File: src/rtl/memfill_pkg.sv
package memfill_pkg;

    // Operation select code that runs the fill engine.
    localparam logic [1:0] OP_FILL = 2'b01;

endpackage

File: src/rtl/memfill_size_check.sv
module memfill_size_check #(
    parameter int SIZE_W     = 25,
    parameter int MIN_BYTES  = 128,
    parameter int MAX_BYTES  = 16777216,
    parameter int BEAT_BYTES = 8
) (
    input  logic [SIZE_W-1:0] len,
    output logic              ok
);
    localparam logic [SIZE_W-1:0] LO_LIM = SIZE_W'(MIN_BYTES);
    localparam logic [SIZE_W-1:0] HI_LIM = SIZE_W'(MAX_BYTES);
    localparam logic [SIZE_W-1:0] ALIGN  = SIZE_W'(BEAT_BYTES - 1);

    always_comb begin
        ok = (len >= LO_LIM) && (len <= HI_LIM) && ((len & ALIGN) == '0);
    end
endmodule

File: src/rtl/memfill_launch_gate.sv
module memfill_launch_gate
    import memfill_pkg::*;
(
    input  logic       running,
    input  logic       start,
    input  logic [1:0] mode,
    input  logic       len_ok,
    output logic       launch,
    output logic       refuse
);
    logic eligible;

    always_comb begin
        eligible = start && !running && (mode == OP_FILL);
        launch   = eligible && len_ok;
        refuse   = eligible && !len_ok;
    end
endmodule

File: src/rtl/memfill_engine.sv
module memfill_engine #(
    parameter int ADDR_W    = 32,
    parameter int HALF_W    = 32,
    parameter int SIZE_W    = 25,
    parameter int MIN_BYTES = 128,
    parameter int MAX_BYTES = 16777216
) (
    input  logic                clk,
    input  logic                rst_n,
    input  logic [1:0]          cfg_mode,
    input  logic                start,
    input  logic                stop,
    input  logic [ADDR_W-1:0]   dst_base,
    input  logic [SIZE_W-1:0]   fill_len,
    input  logic [HALF_W-1:0]   pat_hi,
    input  logic [HALF_W-1:0]   pat_lo,
    output logic                wr_valid,
    input  logic                wr_ready,
    output logic [ADDR_W-1:0]   wr_addr,
    output logic [2*HALF_W-1:0] wr_data,
    output logic                busy,
    output logic                done,
    output logic                size_err
);
    localparam int DATA_W     = 2 * HALF_W;
    localparam int BEAT_BYTES = DATA_W / 8;
    localparam int STEP_SH    = $clog2(BEAT_BYTES);
    localparam int CNT_W      = SIZE_W - STEP_SH;

    typedef struct packed {
        logic              busy;
        logic              stop_pend;
        logic              done;
        logic              err;
        logic [ADDR_W-1:0] addr;
        logic [CNT_W-1:0]  left;
        logic [DATA_W-1:0] pat;
    } fill_state_t;

    fill_state_t st_q, st_d;

    logic len_ok;
    logic launch;
    logic refuse;
    logic fire;
    logic last_beat;

    memfill_size_check #(
        .SIZE_W    (SIZE_W),
        .MIN_BYTES (MIN_BYTES),
        .MAX_BYTES (MAX_BYTES),
        .BEAT_BYTES(BEAT_BYTES)
    ) u_size_check (
        .len (fill_len),
        .ok  (len_ok)
    );

    memfill_launch_gate u_launch_gate (
        .running (st_q.busy),
        .start   (start),
        .mode    (cfg_mode),
        .len_ok  (len_ok),
        .launch  (launch),
        .refuse  (refuse)
    );

    always_comb begin
        st_d      = st_q;
        st_d.done = 1'b0;
        fire      = st_q.busy && wr_ready;
        last_beat = (st_q.left == CNT_W'(1));

        if (!st_q.busy) begin
            if (launch) begin
                st_d.busy      = 1'b1;
                st_d.stop_pend = 1'b0;
                st_d.err       = 1'b0;
                st_d.addr      = dst_base;
                st_d.left      = fill_len[SIZE_W-1:STEP_SH];
                st_d.pat       = {pat_hi, pat_lo};
            end else if (refuse) begin
                st_d.err = 1'b1;
            end
        end else if (fire) begin
            st_d.addr = st_q.addr + ADDR_W'(BEAT_BYTES);
            st_d.left = st_q.left - CNT_W'(1);
            if (last_beat) begin
                // Completion takes priority over a coincident stop.
                st_d.busy      = 1'b0;
                st_d.stop_pend = 1'b0;
                st_d.done      = 1'b1;
            end else if (stop || st_q.stop_pend) begin
                st_d.busy      = 1'b0;
                st_d.stop_pend = 1'b0;
            end
        end else if (stop) begin
            // Beat still on offer: finish it before leaving.
            st_d.stop_pend = 1'b1;
        end
    end

    always_ff @(posedge clk or negedge rst_n) begin
        if (!rst_n) begin
            st_q <= '0;
        end else begin
            st_q <= st_d;
        end
    end

    always_comb begin
        wr_valid = st_q.busy;
        wr_addr  = st_q.addr;
        wr_data  = st_q.pat;
        busy     = st_q.busy;
        done     = st_q.done;
        size_err = st_q.err;
    end
endmodule

File: config.mk
export PLATFORM = sky130hd
export DESIGN_NAME = memfill_engine
export DESIGN_NICKNAME = d
export VERILOG_FILES = /design/src/rtl/memfill_pkg.sv /design/src/rtl/memfill_size_check.sv /design/src/rtl/memfill_launch_gate.sv /design/src/rtl/memfill_engine.sv
export SDC_FILE = /design/constraint.sdc
export NUM_CORES = 1
export LEC_CHECK = 0
export BUFFER_PORTS_ARGS = -buffer_cell sky130_fd_sc_hd__buf_4
export CAP_MARGIN = 10
export CORE_ASPECT_RATIO = 2
export CORE_UTILIZATION = 48
export DETAILED_ROUTE_END_ITERATION = 10
export PLACE_DENSITY = 0.84
export REMOVE_ABC_BUFFERS = 1
export SETUP_SLACK_MARGIN = 0.5
export SLEW_MARGIN = 10
export SYNTH_ARGS = -nofsm -noshare
export SYNTH_HDL_FRONTEND = slang
export SYNTH_SLANG_ARGS = --single-unit
File: constraint.sdc
create_clock -name clk -period 3 [get_ports clk]
set_clock_uncertainty 0.15 [all_clocks]
set_input_delay 0.6 -clock clk [delete_from_list [all_inputs] [get_ports clk]]
set_output_delay 0.6 -clock clk [all_outputs]
set_load 0.1 [all_outputs]
==> results of run 1 <==
## layout make-up
class,count,area share
flip-flops and latches,122,0.353
multi-input cells,365,0.313
repair buffers,253,0.227
clock buffers,23,0.0552
well taps,189,0.0273
clock inverters,8,0.0136
inverters,25,0.0108
## stage by stage
stage | instances | setup slack [ps]
2_1_floorplan | 512 | -2530
6_report | 985 | 559
3_3_place_gp | 950 | 135
3_5_place_dp | 950 | 135
4_1_cts | 982 | 553
5_1_grt | 985 | 489
## flip-flops by register name (all words and copies together), names as in the netlist
name	count
busy	1
done	1
size_err	1
st_q	23
wr_addr	32
wr_data	64
## placed cells by master (no fill, tap or decap), types with 10 or more instances in the layout
| cell | instances |
|---|---|
| a211o_1 | 14 |
| a221o_1 | 30 |
| a31oi_1 | 19 |
| buf_4 | 247 |
| clkbuf_16 | 17 |
| dfrtp_1 | 122 |
| inv_1 | 25 |
| mux2_2 | 69 |
| nand2_1 | 25 |
| nand3_1 | 23 |
| nand4_1 | 10 |
| nor2_1 | 20 |
| nor3_1 | 36 |
| nor4_1 | 14 |
| o21ai_0 | 20 |
| o31ai_1 | 17 |
## cell families after synthesis
kind of cell / count (synthesis)
buf+inv: 160
fa+ha+maj: 3
compound gates: 121
flops: 122
mux: 70
simple gates: 171
## cells in the mapped netlist, types with 2 or more instances
library cell  instances
o211ai_1              5
a31oi_1              19
or4_1                 6
nand3_1              23
a211o_1              14
clkbuf_1             18
nor3b_1               2
buf_6                 3
nand4_1              10
nand2_1              25
nor2_1               20
inv_1                25
nor4_1               15
nor3_2                2
and3_1                7
o21ai_0              20
nor3_1               36
nor4bb_1              2
buf_1                 2
ha_1                  3
and4_1                4
dfrtp_1             122
or3_1                 7
o31ai_1              17
nor2b_1               2
mux2_2               69
buf_4               106
and2_1                3
buf_2                 6
nand4b_1              2
a221o_1              30
o32ai_1               2
## final timing paths
path	from	to	slack, ps
max	fill_len[23]	wr_data[15]	560
min reg2reg	size_err	size_err	350
max reg2reg	busy	wr_data[15]	640
max in group asynchronous	rst_n	wr_data[50]	1460
min in group asynchronous	rst_n	wr_data[8]	510
min	dst_base[28]	wr_addr[28]	250
## layer usage
metal  share of wire  vias to the layer above  wire length (um)
met5               0                        -                 0
met4           0.037                        0               648
met3           0.040                       42               701
met2            0.55                      201              9620
met1            0.37                     2739              6520
li1                -                     2575                 -
## critical path: cells and delay by family
kind / cells / cell delay [ps]
buf+inv: 3 / 600
mux: 1 / 380
simple gates: 4 / 970
## what timing repair did
action,in CTS,in global routing
endpoints found under the setup margin,0,71
buffers inserted,0,3
resized for setup,0,3
endpoints found under the hold margin,26,0
hold buffers,1,0
## power by group through the flow
stage,combinational [mW],sequential [mW],clock [mW]
after global placement,2.85,2.21,0
after CTS,2.89,2.20,2.12
final,2.89,2.20,2.07
after global routing,2.99,2.25,2.19
after detailed placement,2.89,2.22,0
after floorplan,0.511,3.84,0
==> out/qor.yml, run 1 <==
outcome: "complete, no violations"
final_antenna_net_count: 0
die_w_um: 86.0
numCtsBuffers: 17
intPower_mw: 4.01
overflow: 0
grt_pass1_vias: 5510
numPortBuffers: 227
synth_top_area_cell: "dfrtp_1"
rsz0062_at_grt: "false"
fillers: 1109
synth.cell_area_mm2: 0.00678
cts_tree: "built"
fin_area_mm2: 0.00865
use_met3: 0.0403
viasPerCell: 5.64
multiInputGateArea_mm2: 0.00271
fp.coreArea_mm2: 0.0138
worstSetupPathType: "input port to flop"
drt-total-wl_um: 17500
use_met1: 0.266
post-route-period-util: 0.814
min_path_type: "input port to flop"
synth_adder_area_share: 0.00554
grt_use_met2: 0.423
cts-root-buf: "clkbuf_16"
ios: 228
antenna_found_initial: 0
fmax_ghz: 0.410
grt_max_degree: 57
finalSetupViolations: 0
synth-compound-area-share: 0.139
synth.avg_cell_area_um2: 10.5
post-route-util: 0.626
layout-drive-gt1-share: 0.447
path_cells: "buf_4, nor4_1, nand4_1, buf_4, nor3_2, or2_4, buf_12, mux2_2"
die_area_mm2: 0.0146
worst_pin_slew_ps: 510
final_net_count: 915
post-route-min-period_ps: 2440
yosys.area_share.simple: 0.137
p_leak_nw: 4.20
seqCellArea_mm2: 0.00305
required_ps: 3140
hold_viol: 0
busiest_layer: "met2"
cp_slowest_cell: "nor4_1"
r2r_cells: 6
synth_area_leaders: "dfrtp_1, buf_4, mux2_2"
synth_top_cell_area_share: 0.450
cp_max_fo: 56
synth_cell_types: 52
max-slew-margin-rel: 0.658
synthXorXnorAreaFrac: 0
cp_data_arrival_time_ps: 2580
p_total_mw: 7.16
dp.final_hpwl_um: 12700
synth_async_sr_flop_share: 1.00
synth_edf_count: 0
clkLatencyLatePin_ps: 410
maxCapViolations: 0
rows: 61
tns_ps: 0
min_path_cells: 2
detail_route.wl_per_cell_um: 17.8
dpl_cell_area_mm2: 0.00801
cts_num_sinks: 122
num_vias: 5557
endpoint_kind: "flop"
grtUsageTotal: 0.241
whs_ps: 246
pwr-share-comb: 0.403
cts_max_level: 4
synth_top_family_by_area: "buffers and inverters"
clockPowerShare: 0.289
cts_buffer_depth: 2
cpPeakStageDelay_ps: 450
drt_iter0_drc: 299
clkSlewWorstSetupHoldPaths_ps: 60
p_seq_frac: 0.307
diodes: 0
power.density_mw_per_mm2: 828
seq_area_frac_synth: 0.450
synth_warnings: 0
ys_ff_latch: 122
critPathLaunchType: "input port"
synthFlopType: "dfrtp_1"
muxShareOfSynthArea: 0.116
p_switching_mw: 3.15
finalMaxSlewViolations: 0
remaining_drc_errors: 0
syn_inst: 647
ir_drop_v: 0.000477
gp_congestion: 0.894
switching_share: 0.440
drtPass1Iterations: 5
grt_pass1_wl_um: 27200
area_delta_synth_final_pct: 27.7
initial_core_util: 0.491
path_common_cell: "buf_4"
die_h_um: 170
Note: power is estimated with default switching activity, not from simulation.
==> inputs of run 2 (changes only) <==
--- a/config.mk
+++ b/config.mk
@@ -5,10 +5,11 @@
 export SDC_FILE = /design/constraint.sdc
 export NUM_CORES = 1
 export LEC_CHECK = 0
+export ABC_AREA = 1
 export BUFFER_PORTS_ARGS = -buffer_cell sky130_fd_sc_hd__buf_4
 export CAP_MARGIN = 10
 export CORE_ASPECT_RATIO = 2
-export CORE_UTILIZATION = 48
+export CORE_UTILIZATION = 47
 export DETAILED_ROUTE_END_ITERATION = 10
 export PLACE_DENSITY = 0.84
 export REMOVE_ABC_BUFFERS = 1
==> constraint.sdc (replaced) <==
create_clock -name clk -period 2.2 [get_ports clk]
set_clock_uncertainty 0.15 [all_clocks]
set_input_delay 0.44 -clock clk [delete_from_list [all_inputs] [get_ports clk]]
set_output_delay 0.44 -clock clk [all_outputs]
set_load 0.1 [all_outputs]
==> run 2 against run 1 <==
Effect of this change:
- sequential power grew 42%
- sequential share of layout area shrank 4.9 points
- combinational power grew 48%
- critical path type is now flop to output pin
- highest routed layer unchanged
- utilization grew 3.7 points
- first-iteration DRC count grew 6.4%
==> out/qor.yml, run 2 <==
p_leak_nw: 5.21  # +24%
crit_family: "buffers and inverters"
remaining_drc_errors: 0  # unchanged
clockPowerShare: 0.282  # -0.007
switching_share: 0.447  # +0.00654
grt_pass1_vias: 7137  # +30%
pwr-share-comb: 0.415  # +0.012
crit_cells: 4  # -4
clkLatencyLatePin_ps: 410  # about the same
largest_reg_flops: 64  # unchanged
ys_ff_latch: 122  # unchanged
area_delta_synth_final_pct: 38.1
synth.cell_area_mm2: 0.00735  # +8.5%
die_w_um: 90.4  # +5.1%
startpoint: "busy"
cp_max_fo: 5  # -91%
cts-root-buf: "clkbuf_16"
worstSetupPathType: "flop to output pin"
dp_cells: 1323  # +39%
endpoint_kind: "output pin"
p_seq_frac: 0.303  # -0.004
finalMaxSlewViolations: 0  # unchanged
synth.most_common_cell: "nand2_1"
synth_top_cell_area_share: 0.415  # -0.0351
max-slew-margin-rel: 0.691  # +0.0328
intPower_mw: 5.72  # +43%
synth_async_sr_flop_share: 1.00  # unchanged
final_antenna_net_count: 0  # unchanged
rsz0062_at_grt: "true"
worst_pin_slew_ps: 460  # -50.0 ps
hold_viol: 0  # unchanged
viasPerCell: 5.26  # -6.7%
outcome: "complete, no violations"
drt_iter0_drc: 318  # +6.4%
critPathCapture: "busy"
rr_startpoint: "busy"
cp_slowest_cell: "dfrtp_1"
tns_ps: 0  # unchanged
p_total_mw: 10.3  # +44%
path_cells: "buf_4, buf_6, buf_12, buf_16"
synth_top_cells_by_count: "nand2_1, dfrtp_1, nand3_1"
synth_edf_count: 0  # unchanged
drtPass1Iterations: 5  # unchanged
ir_drop_v: 0.000751  # +57%
power.density_mw_per_mm2: 1020  # +23%
seq_area_frac_synth: 0.415  # -0.0351
overflow: 0  # unchanged
cp_data_arrival_time_ps: 1380  # -1200 ps
synth_area_leaders: "dfrtp_1, nand2_1, buf_4"
post-route-period-util: 0.895
die_h_um: 179  # +5.2%
dpl_cell_area_mm2: 0.00880  # +9.9%
required_ps: 1610  # -1530 ps
clkSlewWorstSetupHoldPaths_ps: 70  # about the same
ff2ff_setup_slack_ps: 290  # -350 ps
gp_congestion: 1.00  # +12%
ios: 228  # unchanged
antenna_found_initial: 0  # unchanged
min_path_type: "input port to flop"
drt-total-wl_um: 22300  # +28%
grt_max_degree: 60  # +5.3%
final_net_count: 1299  # +42%
dp.final_hpwl_um: 16000  # +26%
maxCapViolations: 0  # unchanged
grtUsageTotal: 0.272  # +0.0313
final_common_cell: "buf_4"
fin_area_mm2: 0.0102  # +17%
layout-drive-gt1-share: 0.321  # -0.126
fp.coreArea_mm2: 0.0153  # +11%
synthFlopType: "dfrtp_1"
final_cell_mix: "buf_4, nand2_1, nand3_1, inv_1, dfrtp_1"
rows: 64  # +4.9%
cpPeakStageDelay_ps: 420  # -30 ps
syn_inst: 993  # +53%
r2r_end: "wr_data[4]"
p_switching_mw: 4.62  # +47%
cts_buffer_depth: 2  # unchanged
worst-path-buf-inv: 4  # +1
finalSetupViolations: 0  # unchanged
final_cell_count_no_fill: 1379  # +40%
num_vias: 7260  # +31%
die_area_mm2: 0.0162  # +11%
initial_core_util: 0.481  # -0.0100
r2r_cells: 9  # +3
diodes: 0  # unchanged
detail_route.wl_per_cell_um: 16.2  # -8.7%
critPathLaunchType: "flop"
numPortBuffers: 227  # unchanged
numCtsBuffers: 17  # unchanged
cts_num_sinks: 122  # unchanged
synth_warnings: 0  # unchanged
synth_top_area_cell: "dfrtp_1"
synth.avg_cell_area_um2: 7.40  # -29%
fmax_ghz: 0.508
synth_cell_types: 29  # -44%
post-route-min-period_ps: 1970
cts_tree: "built"
grt_pass1_wl_um: 34200  # +26%
whs_ps: 115  # -131 ps
cts_max_level: 4  # unchanged
[run 2: cell types whose count changed after synthesis, sizes merged, moves of 55 or more]
cell	before	now
nand2	25	230
nand3	23	116
inv	25	106
mux2	69	0
nor2	20	85
o21ai	20	75
[run 2: cells by family after synthesis]
kind of cell / count (synthesis) / share of synthesized area
AND/OR/NAND/NOR: 508 / 0.309
flip-flops: 122 / 0.415
adder cells (fa/ha/maj): 3 / 0.00511
XOR/XNOR: 28 / 0.0334
AO/OA/AOI/OAI: 83 / 0.0574
buffers and inverters: 249 / 0.180
[run 2: worst min-delay path by stage]
stage,endpoint,startpoint,cells after the start
floorplan,busy,rst_n,0
global placement,wr_addr[25],rst_n,1
finish,wr_data[29],pat_lo[29],3
global route,wr_data[37],pat_hi[5],3
detailed placement,wr_addr[25],rst_n,1
CTS,wr_data[29],pat_lo[29],3
[run 2: power by group through the flow]
stage | combinational (mW) | sequential [mW] | clock (mW)
after global placement | 3.92 | 3.10 | 0
final | 4.29 | 3.13 | 2.92
after detailed placement | 3.98 | 3.10 | 0
after CTS | 4.23 | 3.10 | 2.96
after floorplan | 1.11 | 4.85 | 0
after global routing | 4.54 | 3.19 | 3.06
[run 2: repair_timing]
action,in CTS,in global routing
pin swaps,4,3
buffers inserted,16,3
hold buffers,1,0
cloned,2,2
endpoints found under the setup margin,148,140
gates resized for setup,120,28
endpoints found under the hold margin,21,0
[run 2: cell type report]
cell class                 instances  area, um^2
fill                            1293        5140
sequential                       122        3080
multi-input combinational        622        3060
timing repair buffer             298        2750
clock buffer                      18         439
inverter                         107         404
tap                              198         248
clock inverter                    14         173
[run 2: per-layer routing]
metal | part of all wire | vias to the layer above | wire, um | GRT usage
met5 | 0 | - | 0 | 0
met1 | 0.33 | 3385 | 7330 | 0.260
li1 | - | 3460 | - | -
met4 | 0.070 | 0 | 1550 | 0.212
met2 | 0.56 | 320 | 12400 | 0.514
met3 | 0.046 | 95 | 1040 | 0.0437
[run 2: worst register-to-register path, delay by kind of cell, from the launching register on]
kind,cells,cell delay (ps)
AND/OR/NAND/NOR,5,640
buffers and inverters,3,520
flip-flops,1,420
AO/OA/AOI/OAI,1,80
[run 2: per-stage QoR]
stage / util / setup slack, ps
2_1_floorplan: - / -3910
5_1_grt: 0.664 / 173
3_5_place_dp: 0.576 / 94.7
3_3_place_gp: 0.576 / 132
6_report: 0.664 / 231
4_1_cts: 0.654 / 310
